### src/rtl/pio_term_pkg.sv
package pio_term_pkg;
    localparam int unsigned DEV_W  = 6;
    localparam int unsigned CHAR_W = 8;
    localparam int unsigned WORD_W = 12;

    localparam logic [DEV_W-1:0] DEV_RX = 6'o03;
    localparam logic [DEV_W-1:0] DEV_TX = 6'o04;

    typedef struct packed {
        logic xfer;
        logic clear;
        logic test;
    } pio_cmd_t;

    function automatic logic [WORD_W-1:0] widen_char(input logic [CHAR_W-1:0] c);
        return {{(WORD_W-CHAR_W){1'b0}}, c};
    endfunction
endpackage

### src/rtl/pio_edge.sv
module pio_edge #(
    parameter int unsigned W       = 1,
    parameter logic [W-1:0] RST_VAL = '0
) (
    input  logic         clk,
    input  logic         rst,
    input  logic [W-1:0] level,
    output logic [W-1:0] rise
);
    logic [W-1:0] prev_q;

    always_ff @(posedge clk) begin
        if (rst) prev_q <= RST_VAL;
        else     prev_q <= level;
    end

    for (genvar i = 0; i < W; i++) begin : g_bit
        assign rise[i] = level[i] & ~prev_q[i];
    end
endmodule

### src/rtl/pio_rx_side.sv
module pio_rx_side
    import pio_term_pkg::*;
(
    input  logic              clk,
    input  logic              rst,
    input  logic              sel,
    input  logic              test,
    input  logic              clear,
    input  logic              xfer,
    input  logic              test_first,
    input  logic              clear_first,
    input  logic              rx_ready,
    input  logic [CHAR_W-1:0] rx_char,
    output logic              skip,
    output logic              acc_clr,
    output logic              ready_rst,
    output logic              rd_en,
    output logic              or_acc,
    output logic [WORD_W-1:0] in_word,
    output logic              in_word_oe
);
    logic cap_q;
    logic test_hit;

    assign test_hit = sel & test;

    always_ff @(posedge clk) begin
        if (rst)                          cap_q <= 1'b0;
        else if (test_hit && test_first)  cap_q <= rx_ready;
    end

    always_comb begin
        skip = 1'b0;
        if (test_hit) skip = test_first ? rx_ready : cap_q;
    end

    assign acc_clr    = sel & clear;
    assign ready_rst  = sel & clear & clear_first;
    assign rd_en      = sel & xfer;
    assign or_acc     = sel & xfer;
    assign in_word_oe = sel & xfer;
    assign in_word    = (sel & xfer) ? widen_char(rx_char) : '0;

    AST_SKIP_HELD: assert property (@(posedge clk) disable iff (rst)
        (test_hit && $past(test_hit) && !test_first) |-> $stable(skip)) else $error("skip moved");
    AST_RST_ONE_CYCLE: assert property (@(posedge clk) disable iff (rst)
        ready_rst |=> !ready_rst) else $error("ready reset too long");
    AST_WORD_IDLE: assert property (@(posedge clk) disable iff (rst)
        !in_word_oe |-> (in_word == '0)) else $error("word not idle");
    AST_WORD_UPPER: assert property (@(posedge clk) disable iff (rst)
        in_word_oe |-> (in_word[WORD_W-1:CHAR_W] == '0)) else $error("upper bits set");
endmodule

### src/rtl/pio_tx_side.sv
module pio_tx_side
    import pio_term_pkg::*;
(
    input  logic              clk,
    input  logic              rst,
    input  logic              sel,
    input  logic              test,
    input  logic              test_first,
    input  logic              clear_first,
    input  logic              xfer_first,
    input  logic              tx_empty,
    input  logic              empty_rise,
    input  logic [CHAR_W-1:0] acc_out,
    output logic              skip,
    output logic              tx_load,
    output logic [CHAR_W-1:0] tx_char,
    output logic              flag
);
    logic flag_q;
    logic cap_q;
    logic clr_hit;

    assign clr_hit = sel & clear_first;

    always_ff @(posedge clk) begin
        if (rst) begin
            flag_q <= 1'b0;
            cap_q  <= 1'b0;
        end else begin
            if (empty_rise)   flag_q <= 1'b1;
            else if (clr_hit) flag_q <= 1'b0;
            if (sel && test && test_first) cap_q <= flag_q;
        end
    end

    always_comb begin
        skip = 1'b0;
        if (sel && test) skip = test_first ? flag_q : cap_q;
    end

    assign flag    = flag_q;
    assign tx_load = sel & xfer_first;
    assign tx_char = acc_out;

    AST_FLAG_SET_SRC: assert property (@(posedge clk) disable iff (rst)
        $rose(flag_q) |-> $past(tx_empty)) else $error("flag set w/o empty");
    AST_FLAG_CLR_SRC: assert property (@(posedge clk) disable iff (rst)
        $fell(flag_q) |-> $past(clr_hit)) else $error("flag cleared w/o command");
    AST_LOAD_ONE_CYCLE: assert property (@(posedge clk) disable iff (rst)
        tx_load |=> !tx_load) else $error("load too long");
    AST_SKIP_TX_HELD: assert property (@(posedge clk) disable iff (rst)
        (sel && test && $past(sel && test) && !test_first) |-> $stable(skip)) else $error("tx skip moved");
endmodule

### src/rtl/pio_term_if.sv
module pio_term_if
    import pio_term_pkg::*;
(
    input  logic              clk,
    input  logic              rst,
    input  logic [DEV_W-1:0]  dev_num,
    input  logic              cmd_test,
    input  logic              cmd_clear,
    input  logic              cmd_xfer,
    input  logic [CHAR_W-1:0] acc_out,
    output logic              skip,
    output logic              acc_clr,
    output logic              or_acc,
    output logic [WORD_W-1:0] in_word,
    output logic              in_word_oe,
    input  logic              rx_ready,
    input  logic [CHAR_W-1:0] rx_char,
    output logic              rx_ready_rst,
    output logic              rx_rd_en,
    input  logic              tx_empty,
    output logic [CHAR_W-1:0] tx_char,
    output logic              tx_load,
    output logic              irq
);
    pio_cmd_t cmd_lvl, cmd_first;
    logic     empty_rise;
    logic     sel_rx, sel_tx;
    logic     rx_skip, tx_skip, tx_flag;

    assign cmd_lvl = '{xfer: cmd_xfer, clear: cmd_clear, test: cmd_test};
    assign sel_rx  = (dev_num == DEV_RX);
    assign sel_tx  = (dev_num == DEV_TX);

    pio_edge #(.W(3), .RST_VAL(3'b000)) u_cmd_edge (
        .clk(clk), .rst(rst), .level(cmd_lvl), .rise(cmd_first)
    );

    pio_edge #(.W(1), .RST_VAL(1'b1)) u_empty_edge (
        .clk(clk), .rst(rst), .level(tx_empty), .rise(empty_rise)
    );

    pio_rx_side u_rx (
        .clk(clk), .rst(rst), .sel(sel_rx),
        .test(cmd_test), .clear(cmd_clear), .xfer(cmd_xfer),
        .test_first(cmd_first.test), .clear_first(cmd_first.clear),
        .rx_ready(rx_ready), .rx_char(rx_char),
        .skip(rx_skip), .acc_clr(acc_clr), .ready_rst(rx_ready_rst),
        .rd_en(rx_rd_en), .or_acc(or_acc),
        .in_word(in_word), .in_word_oe(in_word_oe)
    );

    pio_tx_side u_tx (
        .clk(clk), .rst(rst), .sel(sel_tx),
        .test(cmd_test), .test_first(cmd_first.test),
        .clear_first(cmd_first.clear), .xfer_first(cmd_first.xfer),
        .tx_empty(tx_empty), .empty_rise(empty_rise), .acc_out(acc_out),
        .skip(tx_skip), .tx_load(tx_load), .tx_char(tx_char), .flag(tx_flag)
    );

    assign skip = rx_skip | tx_skip;
    assign irq  = rx_ready | tx_flag;

    AST_NO_FOREIGN_REPLY: assert property (@(posedge clk) disable iff (rst)
        (!sel_rx && !sel_tx) |-> !(skip || acc_clr || or_acc || tx_load || rx_ready_rst || rx_rd_en))
        else $error("reply to foreign device");
    AST_IRQ_FROM_RX: assert property (@(posedge clk) disable iff (rst)
        rx_ready |-> irq) else $error("irq missing");
endmodule

### config.mk
export PLATFORM = sky130hd
export DESIGN_NAME = pio_term_if
export DESIGN_NICKNAME = d
export VERILOG_FILES = /design/src/rtl/pio_term_pkg.sv /design/src/rtl/pio_edge.sv /design/src/rtl/pio_rx_side.sv /design/src/rtl/pio_tx_side.sv /design/src/rtl/pio_term_if.sv
export SDC_FILE = /design/constraint.sdc
export NUM_CORES = 1
export LEC_CHECK = 0
export CORE_ASPECT_RATIO = 0.9
export CORE_MARGIN = 2
export CORE_UTILIZATION = 25
export DETAILED_ROUTE_END_ITERATION = 8
export PLACE_DENSITY = 0.76
export SLEW_MARGIN = 20
export SYNTH_ARGS = -nofsm -noshare
export SYNTH_HDL_FRONTEND = slang
export SYNTH_SLANG_ARGS = --single-unit
### constraint.sdc
create_clock -name clk -period 1.1 [get_ports clk]
set_clock_uncertainty 0.2 [all_clocks]
set_input_delay 0.165 -clock clk [delete_from_list [all_inputs] [get_ports clk]]
set_output_delay 0.165 -clock clk [all_outputs]
set_load 0.01 [all_outputs]
==> results of run 1 <==
## synthesized netlist by cell type
library cell | instances | share of area
nor2_1 | 2 | 0.014
nand4_1 | 2 | 0.024
or2_2 | 2 | 0.024
a22oi_1 | 1 | 0.014
a221oi_1 | 1 | 0.017
nand2b_1 | 1 | 0.012
o41ai_2 | 1 | 0.031
a211oi_1 | 1 | 0.014
nor2b_1 | 3 | 0.035
a21oi_1 | 3 | 0.028
and2_1 | 8 | 0.094
buf_4 | 14 | 0.20
and3_1 | 1 | 0.012
nor3_4 | 1 | 0.031
and3b_1 | 1 | 0.017
nor3b_1 | 1 | 0.014
a31o_2 | 2 | 0.033
conb_1 | 1 | 0.0071
buf_2 | 2 | 0.019
nand2_1 | 2 | 0.014
dfxtp_1 | 7 | 0.26
or3b_1 | 1 | 0.017
inv_1 | 3 | 0.021
nor4b_1 | 1 | 0.017
nor3_1 | 1 | 0.0094
or3_4 | 1 | 0.021
## per-layer routing
| metal | part of all wire | track usage | vias up |
|---|---|---|---|
| met1 | 0.34 | 0.1340 | 254 |
| met4 | 0.026 | 0.08718 | 0 |
| met5 | 0 | 0 | - |
| li1 | - | - | 290 |
| met3 | 0.10 | 0.03438 | 6 |
| met2 | 0.54 | 0.2725 | 41 |
## final timing paths
| kind | start | to | slack [ps] | cells past startpoint |
|---|---|---|---|---|
| worst max register to register | u_cmd_edge.prev_q[1] | u_tx.flag | -60 | 3 |
| worst max-delay path | dev_num[5] | tx_load | -340 | 4 |
| worst min-delay path | acc_out[7] | tx_char[7] | 130 | 0 |
| worst min register to register | u_empty_edge.prev_q | u_tx.flag | 290 | 2 |
## final cells by class
| cell class | instances | area (µm²) | share of cell area |
|---|---|---|---|
| repair buffers | 54 | 520.5 | 0.4771 |
| multi-input cells | 41 | 356.6 | 0.3268 |
| flip-flops and latches | 7 | 145.1 | 0.1330 |
| well taps | 25 | 31.28 | 0.02867 |
| clock buffers | 4 | 26.28 | 0.02408 |
| inverters | 3 | 11.26 | 0.01032 |
## state kept, by name, indices dropped and copies added, names as in the netlist
register,flops
u_cmd_edge.prev_q,3
u_empty_edge.prev_q,1
u_rx.cap_q,1
u_tx.cap_q,1
u_tx.flag,1
## power breakdown
group / switching (mW) / internal, mW / leakage (nW) / total [mW]
combinational: 0.0681 / 0.124 / 0.427 / 0.192
clock: 0.0951 / 0.138 / 0.0150 / 0.234
sequential: 0.00761 / 0.263 / 0.0587 / 0.271
total: 0.171 / 0.526 / 0.501 / 0.696
## repair_timing
action	4_1_cts	5_1_grt
setup buffers	7	0
pin swaps	10	3
setup endpoints to repair	19	19
gates resized for setup	130	4
## cells by family after synthesis
kind of cell / share of synthesized area
buf+inv: 0.2382
compound gates: 0.1368
flops: 0.2641
simple gates: 0.3538
other cells: 0.007069
## critical path, stage by stage
cell and delay (ps):
buf_8 100, or3_4 390, nor4b_2 260, buf_2 160
## per-stage QoR
step	setup slack [ps]	hold WS [ps]	util	cells
floorplan	-179.2	31.69	-	67
global placement	-1124	130.1	0.4923	124
detailed placement	-1125	130.1	0.4923	124
CTS	-346.9	110.0	0.5558	135
global route	-380.0	130.0	0.5590	134
finish	-342.9	130.0	0.5590	134
## cell usage in the layout (no fill, tap or decap), types with 2 or more instances in the layout
cell type,netlist,final
a21oi_2,0,2
a31o_2,2,2
and2_4,0,8
buf_2,2,5
buf_4,14,10
buf_6,0,24
clkbuf_4,0,3
clkdlybuf4s50_1,0,10
conb_1,1,4
dfxtp_1,7,5
dlygate4sd2_1,0,4
inv_1,3,2
nand4_1,2,2
nor2_1,2,2
nor2b_1,3,2
==> out/metrics.cfg, run 1 <==
[outcome]
run_status=finished, violations left
violated_checks=negative setup slack

[sta]
timing.final.setup_violations=17
grt_setup_unrepaired=yes
timing_hold_violations_final=0
finalCriticalPeriod_ps=1443
finalSetupTns_ps=-4878
maximum_achievable_frequency_mhz=693.0
timing.final.max_slew_violations=0
final_critical_path_setup_slack_ps=-342.9
final.period_utilization=1.312

[worst_setup_path]
setup.worst_path.start_class=input pin
critPathArrivalTime_ps=1080
worst_setup_ep_type=primary output
timing.setup.critical_path_class=input pin to primary output
critical_path_peak_fanout=2
critical_path_required_ps=730

[yosys]
synth_seq_area_share=0.2642
synth_seq_cells=7
synthesis.area_per_instance_um2=8.289
synthesis_warning_total=0
gate_count_post_synth=64
syn_area_um2=530.5
yosysUniqueCellTypes=26

[placement]
hpwl_um=1220
dp_area_um2=960.9
place.gp.congestion=0.7645
portBuffers=36

[grt]
gr-total-overflow=0
pin_count_of_the_biggest_net_entering_global_routing=7
antenna_found_initial=0
first_global_vias=591
first_pass_grt_wire_length_um=2470
grt_use_total=0.1393

[run]
timing.max_cap.violations=0

[cells_and_area]
area_growth_syn_to_layout_pct=105.7
num-nets-final=139
post-route-cell-area_um2=1091
share_of_post_route_cells_with_drive_strength_above_1=0.6697
antenna_cells_inserted=0
num-fill-cells=175

[min_path]
hold_path.class=input pin to primary output

[cts]
cts_htree_levels=1
worstSkewPairLatency_ps=250
cts_sinks=7
numCtsBuffers=3
cts_tree=built
cts_hold_buffers=0
cts.root.buffer_cell=clkbuf_4
cts.path.max_buffers=2

[power]
p_leak_nw=0.5006
fin_total_pwr_uw=696.3
vdd.ir_drop.worst_mv=0.5228
pwr_density_cell_nw_per_um2=638.2

[route]
num_vias=591
drt_first_pass_iters=2
drc_errors=0
dr.first_iter.drc_count=4
drt-total-wl_um=1555
antenna_violating_nets_post_route=0
detail_route.vias_per_cell=4.410
wl_per_cell_um=11.60

[floorplanning]
floorplan.io_pins=57
fp-row-count=15
core-area_um2=1952
initial_utilization=0.2718
die_x_um=52.56
dieArea_um2=2507
die_y_um=47.70

Note: power is estimated with default switching activity, not from simulation.
==> inputs of run 2 (changes only) <==
--- a/config.mk
+++ b/config.mk
@@ -10,7 +10,6 @@
 export CORE_UTILIZATION = 25
 export DETAILED_ROUTE_END_ITERATION = 8
 export PLACE_DENSITY = 0.76
-export SLEW_MARGIN = 20
 export SYNTH_ARGS = -nofsm -noshare
 export SYNTH_HDL_FRONTEND = slang
 export SYNTH_SLANG_ARGS = --single-unit
==> results of run 2 <==
Same layout as run 1: the final DEF is identical, and so are final timing and power.
